File: src/rtl/lcd_tg_pkg.sv
package lcd_tg_pkg;

    localparam int FIELD_W    = 16;
    localparam int REG_W      = 2 * FIELD_W;
    localparam int REG_ADDR_W = 3;

    typedef logic [FIELD_W-1:0] fld_t;

    typedef struct packed {
        fld_t hsw_m1;
        fld_t vsw_m1;
        fld_t vfp_m1;
        fld_t vbp;
        fld_t hfp_m1;
        fld_t hbp_m1;
        fld_t hact_m1;
        fld_t vact_m1;
        logic hpol;
        logic vpol;
    } tg_cfg_t;

    typedef enum logic [REG_ADDR_W-1:0] {
        REG_SYNC   = 3'd0,
        REG_VPORCH = 3'd1,
        REG_HPORCH = 3'd2,
        REG_ACTIVE = 3'd3,
        REG_POL    = 3'd4
    } tg_reg_e;

endpackage

File: src/rtl/lcd_tg_cfg.sv
module lcd_tg_cfg
    import lcd_tg_pkg::*;
(
    input  logic                  clk,
    input  logic                  rst_n,
    input  logic                  we,
    input  logic [REG_ADDR_W-1:0] addr,
    input  logic [REG_W-1:0]      wdata,
    input  logic                  load,
    output tg_cfg_t               work
);

    typedef struct packed {
        tg_cfg_t shadow;
        tg_cfg_t work;
    } cfg_state_t;

    cfg_state_t st_d, st_q;

    always_comb begin
        st_d = st_q;
        if (load) begin
            st_d.work = st_q.shadow;
        end
        if (we) begin
            case (addr)
                REG_SYNC: begin
                    st_d.shadow.hsw_m1 = wdata[FIELD_W-1:0];
                    st_d.shadow.vsw_m1 = wdata[REG_W-1:FIELD_W];
                end
                REG_VPORCH: begin
                    st_d.shadow.vfp_m1 = wdata[FIELD_W-1:0];
                    st_d.shadow.vbp    = wdata[REG_W-1:FIELD_W];
                end
                REG_HPORCH: begin
                    st_d.shadow.hfp_m1 = wdata[FIELD_W-1:0];
                    st_d.shadow.hbp_m1 = wdata[REG_W-1:FIELD_W];
                end
                REG_ACTIVE: begin
                    st_d.shadow.hact_m1 = wdata[FIELD_W-1:0];
                    st_d.shadow.vact_m1 = wdata[REG_W-1:FIELD_W];
                end
                REG_POL: begin
                    st_d.shadow.hpol = wdata[0];
                    st_d.shadow.vpol = wdata[1];
                end
                default: ;
            endcase
        end
    end

    always_ff @(posedge clk or negedge rst_n) begin
        if (!rst_n) begin
            st_q <= '0;
        end else begin
            st_q <= st_d;
        end
    end

    assign work = st_q.work;

endmodule

File: src/rtl/lcd_tg_axis.sv
module lcd_tg_axis #(
    parameter int CNT_W = 18
) (
    input  logic             clk,
    input  logic             rst_n,
    input  logic             clear,
    input  logic             step,
    input  logic [CNT_W:0]   len_act,
    input  logic [CNT_W:0]   len_fp,
    input  logic [CNT_W:0]   len_sw,
    input  logic [CNT_W:0]   len_bp,
    output logic [CNT_W-1:0] cnt,
    output logic             in_act,
    output logic             in_sync,
    output logic             sync_first,
    output logic             last
);

    localparam int SUM_W = CNT_W + 1;

    typedef struct packed {
        logic [CNT_W-1:0] cnt;
    } axis_state_t;

    axis_state_t st_d, st_q;

    logic [SUM_W-1:0] edge_fp, edge_sw, edge_bp, total, cnt_ext;

    always_comb begin
        edge_fp = len_act;
        edge_sw = edge_fp + len_fp;
        edge_bp = edge_sw + len_sw;
        total   = edge_bp + len_bp;
        cnt_ext = {1'b0, st_q.cnt};

        in_act     = cnt_ext < edge_fp;
        in_sync    = (cnt_ext >= edge_sw) && (cnt_ext < edge_bp);
        sync_first = cnt_ext == edge_sw;
        last       = cnt_ext == (total - 1'b1);

        st_d = st_q;
        if (clear) begin
            st_d.cnt = '0;
        end else if (step) begin
            if (last) begin
                st_d.cnt = '0;
            end else begin
                st_d.cnt = st_q.cnt + 1'b1;
            end
        end
    end

    always_ff @(posedge clk or negedge rst_n) begin
        if (!rst_n) begin
            st_q <= '0;
        end else begin
            st_q <= st_d;
        end
    end

    assign cnt = st_q.cnt;

    // counter never leaves its period (R2 for columns, R3 for rows)
    assert_cnt_bound_R2: assert property (@(posedge clk) disable iff (!rst_n)
        cnt_ext < total);

endmodule

File: src/rtl/lcd_timing_gen.sv
module lcd_timing_gen
    import lcd_tg_pkg::*;
#(
    parameter int CNT_W = FIELD_W + 2
) (
    input  logic                  clk,
    input  logic                  rst_n,
    input  logic                  sync_en,
    input  logic                  cfg_we,
    input  logic [REG_ADDR_W-1:0] cfg_addr,
    input  logic [REG_W-1:0]      cfg_wdata,
    output logic                  hsync,
    output logic                  vsync,
    output logic                  de,
    output logic                  frame_start,
    output logic [CNT_W-1:0]      px_x,
    output logic [CNT_W-1:0]      px_y
);

    localparam int LEN_W = CNT_W + 1;

    typedef struct packed {
        logic run;
    } top_state_t;

    top_state_t st_d, st_q;
    tg_cfg_t    work;

    logic             load, frame_end, h_step, v_step;
    logic             h_act, h_sync, h_first_sync, h_last;
    logic             v_act, v_sync, v_first_sync, v_last;
    logic [LEN_W-1:0] h_len_act, h_len_fp, h_len_sw, h_len_bp;
    logic [LEN_W-1:0] v_len_act, v_len_fp, v_len_sw, v_len_bp;

    always_comb begin
        h_len_act = LEN_W'(work.hact_m1) + 1'b1;
        h_len_fp  = LEN_W'(work.hfp_m1) + 1'b1;
        h_len_sw  = LEN_W'(work.hsw_m1) + 1'b1;
        h_len_bp  = LEN_W'(work.hbp_m1) + 1'b1;
        v_len_act = LEN_W'(work.vact_m1) + 1'b1;
        v_len_fp  = LEN_W'(work.vfp_m1) + 1'b1;
        v_len_sw  = LEN_W'(work.vsw_m1) + 1'b1;
        v_len_bp  = LEN_W'(work.vbp);
    end

    always_comb begin
        st_d.run  = sync_en;
        h_step    = st_q.run;
        v_step    = st_q.run && h_last;
        frame_end = st_q.run && h_last && v_last;
        load      = !st_q.run || frame_end;
    end

    always_ff @(posedge clk or negedge rst_n) begin
        if (!rst_n) begin
            st_q <= '0;
        end else begin
            st_q <= st_d;
        end
    end

    lcd_tg_cfg u_cfg (
        .clk   (clk),
        .rst_n (rst_n),
        .we    (cfg_we),
        .addr  (cfg_addr),
        .wdata (cfg_wdata),
        .load  (load),
        .work  (work)
    );

    lcd_tg_axis #(.CNT_W(CNT_W)) u_hcnt (
        .clk        (clk),
        .rst_n      (rst_n),
        .clear      (!sync_en),
        .step       (h_step),
        .len_act    (h_len_act),
        .len_fp     (h_len_fp),
        .len_sw     (h_len_sw),
        .len_bp     (h_len_bp),
        .cnt        (px_x),
        .in_act     (h_act),
        .in_sync    (h_sync),
        .sync_first (h_first_sync),
        .last       (h_last)
    );

    lcd_tg_axis #(.CNT_W(CNT_W)) u_vcnt (
        .clk        (clk),
        .rst_n      (rst_n),
        .clear      (!sync_en),
        .step       (v_step),
        .len_act    (v_len_act),
        .len_fp     (v_len_fp),
        .len_sw     (v_len_sw),
        .len_bp     (v_len_bp),
        .cnt        (px_y),
        .in_act     (v_act),
        .in_sync    (v_sync),
        .sync_first (v_first_sync),
        .last       (v_last)
    );

    always_comb begin
        hsync       = (st_q.run && h_sync) ^ work.hpol;
        vsync       = (st_q.run && v_sync) ^ work.vpol;
        de          = st_q.run && h_act && v_act;
        frame_start = st_q.run && (px_x == '0) && v_first_sync;
    end

    assert_idle_zero_R8: assert property (@(posedge clk) disable iff (!rst_n)
        !sync_en |=> (px_x == '0 && px_y == '0 && !de && !frame_start));

    assert_col_step_R2: assert property (@(posedge clk) disable iff (!rst_n)
        (st_q.run && $past(st_q.run) && px_x != '0) |-> px_x == $past(px_x) + 1'b1);

    assert_row_hold_R3: assert property (@(posedge clk) disable iff (!rst_n)
        (st_q.run && $past(st_q.run) && px_x != '0) |-> px_y == $past(px_y));

    assert_de_window_R4: assert property (@(posedge clk) disable iff (!rst_n)
        de |-> (px_x <= CNT_W'(work.hact_m1) && px_y <= CNT_W'(work.vact_m1)));

    assert_fs_pulse_R6: assert property (@(posedge clk) disable iff (!rst_n)
        frame_start |=> !frame_start);

    assert_fs_col0_R6: assert property (@(posedge clk) disable iff (!rst_n)
        frame_start |-> px_x == '0);

endmodule

File: config.mk
export PLATFORM = sky130hd
export DESIGN_NAME = lcd_timing_gen
export DESIGN_NICKNAME = d
export VERILOG_FILES = /design/src/rtl/lcd_tg_pkg.sv /design/src/rtl/lcd_tg_cfg.sv /design/src/rtl/lcd_tg_axis.sv /design/src/rtl/lcd_timing_gen.sv
export SDC_FILE = /design/constraint.sdc
export NUM_CORES = 1
export LEC_CHECK = 0
export ABC_CLOCK_PERIOD_IN_PS = 8400
export BUFFER_PORTS_ARGS = -buffer_cell sky130_fd_sc_hd__buf_4
export CORE_ASPECT_RATIO = 0.75
export CORE_MARGIN = 2
export CORE_UTILIZATION = 45
export DETAILED_ROUTE_END_ITERATION = 8
export SLEW_MARGIN = 30
export SYNTH_ARGS = -nofsm -noshare
export SYNTH_HDL_FRONTEND = slang
export SYNTH_SLANG_ARGS = --single-unit
export TNS_END_PERCENT = 5
File: constraint.sdc
create_clock -name clk -period 8.4 [get_ports clk]
set_input_delay 0.84 -clock clk [delete_from_list [all_inputs] [get_ports clk]]
set_output_delay 0.84 -clock clk [all_outputs]
set_load 0.05 [all_outputs]
==> results of run 1 <==
## cells by family after synthesis
| logic type | after synthesis |
|---|---|
| AOI/OAI and AO/OA | 436 |
| and+or+nand+nor | 425 |
| DFF | 297 |
| muxes | 266 |
| adders and majority gates | 226 |
| buffers and inverters | 218 |
| xor gates and xnor gates | 144 |
## cell usage in the layout, fill, tap and decap left out, types with 12 or more instances in the layout
| master | n |
|---|---|
| a211oi_1 | 12 |
| a21o_1 | 53 |
| a21oi_1 | 113 |
| and2_1 | 14 |
| and3_1 | 49 |
| and4b_1 | 13 |
| buf_4 | 89 |
| clkbuf_16 | 31 |
| dfrtp_1 | 296 |
| ha_1 | 215 |
| inv_1 | 166 |
| mux2_1 | 100 |
| mux2_2 | 161 |
| nand2_1 | 88 |
| nand2b_1 | 33 |
| nand3_1 | 35 |
| nand3b_1 | 19 |
| nand4_1 | 17 |
| nor2_1 | 65 |
| nor2b_1 | 27 |
| nor3_1 | 16 |
| o211ai_1 | 21 |
| o21a_1 | 39 |
| o21ai_0 | 93 |
| o21bai_1 | 14 |
| o22ai_1 | 17 |
| xnor2_1 | 70 |
| xor2_1 | 70 |
## sequential cells by signal (all words and copies together) (netlist names)
| register | cells |
|---|---|
| u_vcnt.cnt | 18 |
| u_cfg.work | 130 |
| h_step | 1 |
| u_cfg.st_q | 130 |
| u_hcnt.cnt | 18 |
## timing repair
item                                    in CTS  in global routing
buffers inserted                             0                  2
endpoints found under the setup margin       0                149
gates resized for setup                      0                 17
## final cells by class
| cell class | count | area [µm²] | share of cell area, % |
|---|---|---|---|
| inverter | 166 | 623 | 2.70 |
| clock buffer | 38 | 852 | 3.69 |
| sequential | 297 | 7430 | 32.2 |
| clock inverter | 17 | 188 | 0.814 |
| tap | 586 | 733 | 3.18 |
| multi-input combinational | 1497 | 12400 | 53.7 |
| timing repair buffer | 99 | 861 | 3.73 |
## metrics by stage
step           instance area (µm²)  setup slack, ns  setup TNS [ns]  hold WS (ns)
6_report                     23100            0.401               0         0.264
5_1_grt                      23100          -0.0151          -0.112         0.316
4_1_cts                      23000           0.0128               0         0.280
3_5_place_dp                 21900           0.0979               0         0.474
3_3_place_gp                 21900            0.173               0         0.462
2_1_floorplan                20600             1.54               0         0.458
## layer usage
metal | global-route usage (%) | wire, µm | up-vias
met5 | 0 | 0 | -
met4 | 4.33 | 1000 | 0
met3 | 3.75 | 3380 | 54
met2 | 31.2 | 20900 | 379
met1 | 38.1 | 29800 | 7521
li1 | - | - | 7434
## worst min path at each step
stage                                 end
after floorplan            u_cfg.work[50]
after global placement     u_cfg.work[10]
after detailed placement  u_cfg.work[103]
after CTS                   u_hcnt.cnt[8]
after global routing       u_hcnt.cnt[13]
final                       u_hcnt.cnt[5]
## cells in the mapped netlist (37+ instances only)
cell type,instances
dfrtp_1,297
ha_1,216
inv_1,166
mux2_2,161
a21oi_1,116
mux2_1,100
o21ai_0,95
nand2_1,88
xnor2_1,72
xor2_1,70
nor2_1,67
a21o_1,53
and3_1,49
o21a_1,39
nand3_1,37
==> flow_metrics.py, run 1 <==
metrics = {
    "status": {
        "outcome": "finished clean",
    },
    "synth": {
        "synth_area_um2": 20600,
        "synth_top_family_by_area": "multiplexers",
        "synthAdderAreaFrac_pct": 13.9,
        "netlist_instances": 2012,
        "synthSimpleGateAreaFrac_pct": 11.3,
        "ys_seq_area_share_pct": 36.0,
        "synth_top_area_cell": "dfrtp_1",
        "syn_nets": 2273,
        "synth_top_area_share_pct": 36.0,
        "synthMuxAreaShare_pct": 14.5,
        "synth-seq-cells": 297,
        "synth-async-reset-ratio_pct": 100,
        "synth_area_per_cell_um2": 10.2,
        "synth_edf_count": 0,
        "synth.distinct_cells": 78,
        "synth_compound_area_share_pct": 13.6,
        "synthFlopType": "dfrtp_1",
        "synth_area_leaders": "dfrtp_1 (36%), ha_1 (13%), mux2_2 (8.8%)",
        "yosysWarnings": 0,
        "synth_xor_area_share_pct": 6.19,
    },
    "layout": {
        "nFillCells": 4060,
        "fin_cells": 2700,
        "fin_nets": 2353,
        "fin_util_pct": 51.3,
        "area_growth_pct": 11.9,
        "antenna_cells": 0,
        "drive_gt1_share_pct": 16.4,
    },
    "worst_setup_path": {
        "cp_max_fo": 6,
        "slowest_delay_ns": 0.45,
        "r2r-start": "u_cfg.work[2]",
        "critPathKind": "flip-flop to primary output",
        "timing.critical_path.mode_cell": "maj3_1",
        "r2r_end": "u_cfg.work[116]",
        "critPathTopFamily": "adder cells",
        "worst_r2r_path_depth": 35,
        "arrival_ns": 7.16,
        "cp_slowest_cell": "dfrtp_2",
        "cp.buffers_inverters": 2,
        "cp-end-kind": "primary output",
        "cp-endpoint": "vsync",
        "critPathLaunchType": "flip-flop",
        "reg2reg_setup_slack_ns": 0.45,
        "crit_cells": 25,
        "cp.required_ns": 7.56,
        "setup.worst_path.start": "u_cfg.work[2]",
    },
    "route": {
        "wl_per_cell_um": 20.4,
        "first_pass_iters": 5,
        "drt_wl_total_um": 55100,
        "drc_errors": 0,
        "vias": 15400,
        "ant_nets": 0,
        "drt_iter0_drc": 1159,
        "avgViaCountPerCell": 5.70,
    },
    "floorplan": {
        "start_util_pct": 45.9,
        "io_pins": 79,
        "rows": 67,
        "die_area_um2": 47600,
        "core-area_um2": 44900,
        "dieHeight_um": 189,
        "die_w_um": 251,
    },
    "placement": {
        "place_hpwl_um": 42200,
        "io_buffers": 78,
        "finalWeightedCongestion": 0.914,
        "dp_cells": 2643,
    },
    "clock_network": {
        "path_clk_slew_ns": 0.07,
        "h-tree-depth": 1,
        "cts_buffers": 31,
        "root_buffer": "clkbuf_16",
        "clock_latency_ns": 0.60,
        "cts_tree": "yes",
        "clock_path_buffers": 3,
        "clock-sinks": 297,
        "postCtsHoldBufs": 0,
    },
    "global_routing": {
        "antenna_found_initial": 3,
        "grt_pass1_wl_um": 86000,
        "grt-ovfl-total": 0,
        "grt_pass1_vias": 14700,
        "grt_max_degree": 136,
        "track_usage_pct": 23.2,
    },
    "sta": {
        "fin_skew_ns": 0.0113,
        "tightest_slew_ns": 0.798,
        "report.final.hold_viol_count": 0,
        "slew_violations": 0,
        "slew-limit-headroom_pct": 46.8,
        "setup_viol": 0,
        "post-route-min-period_ns": 8.00,
        "max_freq_mhz": 125,
        "finalCritPeriodShare_pct": 95.2,
    },
    "worst_hold_path": {
        "hold_path.class": "input pin to asynchronous set/reset pin",
    },
    "flow_run": {
        "cap_violations": 0,
    },
}
Power of run 1 is left out: the tool's default activity adds up to more than one toggle a clock period on the data nets, which glitch-free logic cannot reach.
==> run 2, diff against run 1 <==
ABC_AREA = 1   (was not set)
BUFFER_PORTS_ARGS = not set   (was -buffer_cell sky130_fd_sc_hd__buf_4)
DONT_BUFFER_PORTS = 1   (was not set)
==> flow_metrics.py, run 2 <==
metrics = {
    "worst_setup_path": {
        "arrival_ns": 8.10,
        "cp-end-kind": "flip-flop",
        "cp.buffers_inverters": 5,
        "cp.required_ns": 8.93,
        "critPathLaunchType": "flip-flop",
        "cp_slowest_cell": "dfrtp_1",
        "critPathTopFamily": "simple AND/OR/NAND/NOR gates",
        "slowest_delay_ns": 0.44,
        "cp_max_fo": 52,
        "critPathKind": "flip-flop to flip-flop",
        "timing.critical_path.mode_cell": "nand2_1",
    },
    "layout": {
        "fin_cells": 3456,
        "layout_commonest_cell": "nand2_1",
        "multi_input_area_um2": 11900,
        "nFillCells": 4607,
        "final_cell_mix": "nand2_1 (809), inv_1 (355), dfrtp_1 (296)",
        "drive_gt1_share_pct": 3.93,
        "seqCellArea_um2": 7440,
        "area_growth_pct": 8.14,
        "fin_area_um2": 22800,
        "fin_nets": 3064,
    },
    "placement": {
        "dp_cells": 3396,
        "place_hpwl_um": 49000,
        "io_buffers": 0,
        "finalWeightedCongestion": 0.951,
        "dpl-instance-area_um2": 21700,
    },
    "global_routing": {
        "antenna_found_initial": 2,
        "grt-ovfl-total": 0,
        "grt_pass1_wl_um": 101000,
        "track_usage_pct": 26.9,
        "grt_max_degree": 291,
        "grt_pass1_vias": 17500,
    },
    "synth": {
        "synth_most_common_cell": "nand2_1",
        "synth_area_leaders": "dfrtp_1 (35%), nand2_1 (14%), ha_1 (13%)",
        "synthFlopType": "dfrtp_1",
        "ys_seq_area_share_pct": 35.2,
        "synth_edf_count": 0,
        "synthAdderAreaFrac_pct": 13.4,
        "synth.distinct_cells": 49,
        "synth_top_family_by_area": "simple AND/OR/NAND/NOR gates",
        "synth-async-reset-ratio_pct": 100,
        "yosysWarnings": 0,
        "synth_xor_area_share_pct": 6.34,
        "synth-seq-cells": 297,
        "synth_area_um2": 21100,
        "ys_top_cells_by_count": "nand2_1 (810), inv_1 (355), dfrtp_1 (297)",
        "synth_compound_area_share_pct": 9.81,
        "synth_top_area_cell": "dfrtp_1",
        "synth_top_area_share_pct": 35.2,
        "synth_area_per_cell_um2": 7.47,
        "synthSimpleGateAreaFrac_pct": 26.9,
        "netlist_instances": 2824,
        "synthMuxAreaShare_pct": 0,
        "syn_nets": 3085,
    },
    "status": {
        "outcome": "finished clean",
    },
    "sta": {
        "slew_violations": 0,
        "fin_skew_ns": 0.0241,
        "max_freq_mhz": 132,
        "rsz0062_at_grt": "false",
        "slew-limit-headroom_pct": 33.2,
        "post-route-min-period_ns": 7.57,
        "tns_ns": 0,
        "tightest_slew_ns": 1.00,
        "setup_viol": 0,
        "final.hold.worst_slack_ns": 0.0806,
        "finalCritPeriodShare_pct": 90.1,
        "report.final.hold_viol_count": 0,
    },
    "floorplan": {
        "rows": 68,
        "dieHeight_um": 192,
        "start_util_pct": 45.8,
        "die_w_um": 254,
        "core-area_um2": 46100,
        "die_area_um2": 48700,
        "io_pins": 79,
    },
    "pwr": {
        "p_leak_uw": 0.0123,
        "total_power_uw": 8830,
        "power.density_nw_per_um2": 387,
        "irDropWorstVdd_mv": 0.239,
    },
    "route": {
        "drt_wl_total_um": 64500,
        "avgViaCountPerCell": 5.37,
        "vias": 18600,
        "wl_per_cell_um": 18.7,
        "drt_iter0_drc": 1580,
        "ant_nets": 0,
        "drc_errors": 0,
        "first_pass_iters": 5,
    },
    "clock_network": {
        "clock_path_buffers": 3,
        "cts_setup_buffers": 0,
        "h-tree-depth": 1,
        "cts_tree": "yes",
        "clock_latency_ns": 0.61,
        "clock-sinks": 297,
        "cts_buffers": 31,
        "path_clk_slew_ns": 0.08,
        "root_buffer": "clkbuf_16",
    },
    "flow_run": {
        "cap_violations": 0,
    },
    "worst_hold_path": {
        "hold_path.class": "input pin to asynchronous set/reset pin",
    },
}
## run 2: changes by cell type in the layout (fill, tap and decap cells not counted), sizes merged, moves of 47 or more
cell and change:
and3 -47, buf -74, inv +193, mux2 -261, nand2 +725, nand3 +214
nor2 +69, o21ai +104
## run 2: final timing paths
kind	startpoint	endpoint	slack (ns)	cells after the start
max reg2reg	u_cfg.work[2]	u_cfg.work[5]	0.83	38
max	u_cfg.work[2]	u_cfg.work[5]	0.83	38
min in group clk	sync_en	h_step	0.27	0
max in group asynchronous	rst_n	u_cfg.st_q[204]	6.75	3
min reg2reg	u_cfg.st_q[205]	u_cfg.work[75]	0.46	2
min	rst_n	u_hcnt.cnt[2]	0.08	1
## run 2: per-layer routing
metal  GRT usage [%]  up-vias  wire [µm]
li1                -     9130          -
met1            44.0     8837      33900
met2            36.3      538      24800
met3            4.63       58       4900
met4            4.19        0        937
met5               0        -          0
## run 2: where the power goes
part / internal (µW) / switching (µW)
logic: 2080 / 3410
registers: 1660 / 246
clock network: 812 / 615
## run 2: cell families (layout without fill, tap and decap cells)
| logic type | Yosys count | after routing |
|---|---|---|
| adders and majority gates | 222 | 222 |
| AOI/OAI and AO/OA | 381 | 381 |
| and+or+nand+nor | 1331 | 1331 |
| other | 0 | 1 |
| buffers and inverters | 442 | 443 |
| DFF | 297 | 297 |
| xor gates and xnor gates | 151 | 151 |
## run 2: cell type report
type                       count  area share (%)
inverter                     362            5.95
clock inverter                11           0.713
tap                          630            3.45
antenna                        1          0.0110
multi-input combinational   2085            52.2
timing repair buffer          26            1.26
clock buffer                  44            3.79
sequential                   297            32.6
## run 2: timing repair
| item | 4_1_cts | 5_1_grt |
|---|---|---|
| gates resized for setup | 0 | 2 |
| hold endpoints to repair | 290 | 0 |
| hold buffers | 2 | 0 |
| setup endpoints to repair | 0 | 37 |
## run 2: per-stage QoR
stage / util (%) / setup slack (ns)
3_3_place_gp: 47.0 / 0.794
6_report: 49.5 / 0.831
3_5_place_dp: 47.0 / 0.711
2_1_floorplan: - / 2.62
5_1_grt: 49.5 / 0.126
4_1_cts: 49.3 / 0.681
Note: power is estimated with default switching activity, not from simulation.
==> run 3, diff against run 2 <==
CELL_PAD_IN_SITES_DETAIL_PLACEMENT = 0   (was not set)
CELL_PAD_IN_SITES_GLOBAL_PLACEMENT = 1   (was not set)
CORE_ASPECT_RATIO = not set   (was 0.75)
PLACE_DENSITY_LB_ADDON = 0.1   (was not set)
==> flow_metrics.py, run 3 (synthesis gave the netlist of run 2 again) <==
metrics = {
    "placement": {
        "place_hpwl_um": 48000,
        "finalWeightedCongestion": 0.842,
        "dp_worst_setup_slack_ns": 0.603,
        "io_buffers": 0,
    },
    "worst_setup_path": {
        "critPathKind": "flip-flop to flip-flop",
        "cp.buffers_inverters": 8,
        "cp.required_ns": 8.90,
        "critPathLaunchType": "flip-flop",
        "cp-end-kind": "flip-flop",
        "critPathTopFamily": "simple AND/OR/NAND/NOR gates",
        "slowest_delay_ns": 0.53,
        "arrival_ns": 8.02,
        "timing.critical_path.mode_cell": "nand2_1",
        "cp_slowest_cell": "buf_8",
        "cp_max_fo": 87,
    },
    "global_routing": {
        "grt_util_met3_pct": 3.33,
        "antenna_found_initial": 2,
        "grt_pass1_wl_um": 102000,
        "grt.busiest_layer": "met1",
        "grt_util_met1_pct": 42.3,
        "grt_max_degree": 296,
        "grt_pass1_vias": 17500,
        "grt-ovfl-total": 0,
        "track_usage_pct": 27.0,
        "grt_util_met2_pct": 39.8,
    },
    "sta": {
        "tightest_slew_ns": 0.942,
        "slew_violations": 0,
        "tns_ns": 0,
        "setup_viol": 0,
        "post-route-min-period_ns": 7.53,
        "report.final.hold_viol_count": 0,
        "fin_skew_ns": 0.0187,
        "setup_ws_ns": 0.875,
        "slew-limit-headroom_pct": 36.9,
        "finalCritPeriodShare_pct": 89.6,
        "final.hold.worst_slack_ns": 0.163,
        "max_freq_mhz": 133,
        "rsz0062_at_grt": "false",
    },
    "floorplan": {
        "die_area_um2": 48600,
        "dieHeight_um": 221,
        "rows": 79,
        "die_w_um": 221,
        "core-area_um2": 46500,
        "io_pins": 79,
        "start_util_pct": 45.4,
    },
    "clock_network": {
        "cts_tree": "yes",
        "root_buffer": "clkbuf_16",
        "clock-sinks": 297,
        "path_clk_slew_ns": 0.06,
        "clock_path_buffers": 3,
        "cts_buffers": 36,
        "h-tree-depth": 2,
        "clock_latency_ns": 0.56,
        "cts_setup_buffers": 0,
    },
    "pwr": {
        "p_leak_uw": 0.0124,
        "irDropWorstVdd_mv": 0.387,
        "power.density_nw_per_um2": 391,
    },
    "route": {
        "drt_iter0_drc": 1277,
        "drc_errors": 0,
        "wl_per_cell_um": 18.7,
        "vias": 18400,
        "avgViaCountPerCell": 5.34,
        "first_pass_iters": 5,
        "ant_nets": 0,
        "drt_wl_total_um": 64500,
    },
    "flow_run": {
        "cap_violations": 0,
    },
    "layout": {
        "drive_gt1_share_pct": 4.54,
        "nFillCells": 4721,
        "fin_nets": 3076,
        "area_growth_pct": 9.15,
        "final_cell_mix": "nand2_1 (809), inv_1 (355), dfrtp_1 (294)",
        "layout_commonest_cell": "nand2_1",
        "antenna_cells": 0,
    },
    "worst_hold_path": {
        "hold_path.class": "input pin to asynchronous set/reset pin",
    },
    "status": {
        "outcome": "finished clean",
    },
}
==> run 3: cell types whose count changed in the layout (fill, tap and decap cells not counted), sizes merged <==
| cell | change |
|---|---|
| diode | -1 |
| bufinv | -1 |
| clkinv | +2 |
| buf | +7 |
| clkbuf | +8 |
| inv | -3 |
| clkinvlp | +1 |
==> run 3: per-layer routing <==
layer / routed length [µm] / part of all wire [%]
met1: 33700 / 52
met4: 945 / 1.5
met5: 0 / 0
met3: 3010 / 4.7
met2: 26900 / 42
==> run 3: worst paths after layout <==
kind                            startpoint              end  slack (ns)  cells past startpoint
setup reg to reg             u_cfg.work[2]   u_cfg.work[20]        0.87                     41
hold / removal                       rst_n    u_hcnt.cnt[2]        0.16                      1
min in group clk                   sync_en           h_step        0.32                      0
hold reg to reg            u_cfg.st_q[240]  u_cfg.work[110]        0.46                      2
setup / recovery             u_cfg.work[2]   u_cfg.work[20]        0.87                     41
max in group asynchronous            rst_n  u_cfg.st_q[220]        6.82                      3
==> run 3: cell type report <==
type | instances | area, µm² | area share (%)
inverter | 362 | 1360 | 5.90
clock inverter | 10 | 144 | 0.625
clock buffer | 52 | 1070 | 4.66
timing repair buffer | 33 | 347 | 1.50
tap | 607 | 759 | 3.30
sequential | 297 | 7440 | 32.3
multi-input combinational | 2085 | 11900 | 51.7
==> run 3: per-stage QoR <==
step	area (µm²)	util, %	std cells	total power [µW]
after floorplan	21100	-	2824	6100
after global routing	23000	49.6	3446	9880
after detailed placement	21700	46.7	3380	7320
after global placement	21700	46.7	3380	7260
final	23000	49.6	3446	9010
after CTS	23000	49.4	3444	9000
==> run 3: timing repair <==
item,in CTS,in global routing
endpoints found under the hold margin,295,0
gates resized for setup,0,3
endpoints found under the setup margin,0,87
hold buffers,2,0
==> run 3: power breakdown <==
part	leakage, µW	switching, µW	internal, µW
logic	0.00804	3430	2090
clock network	0.000586	643	953
registers	0.00381	223	1660
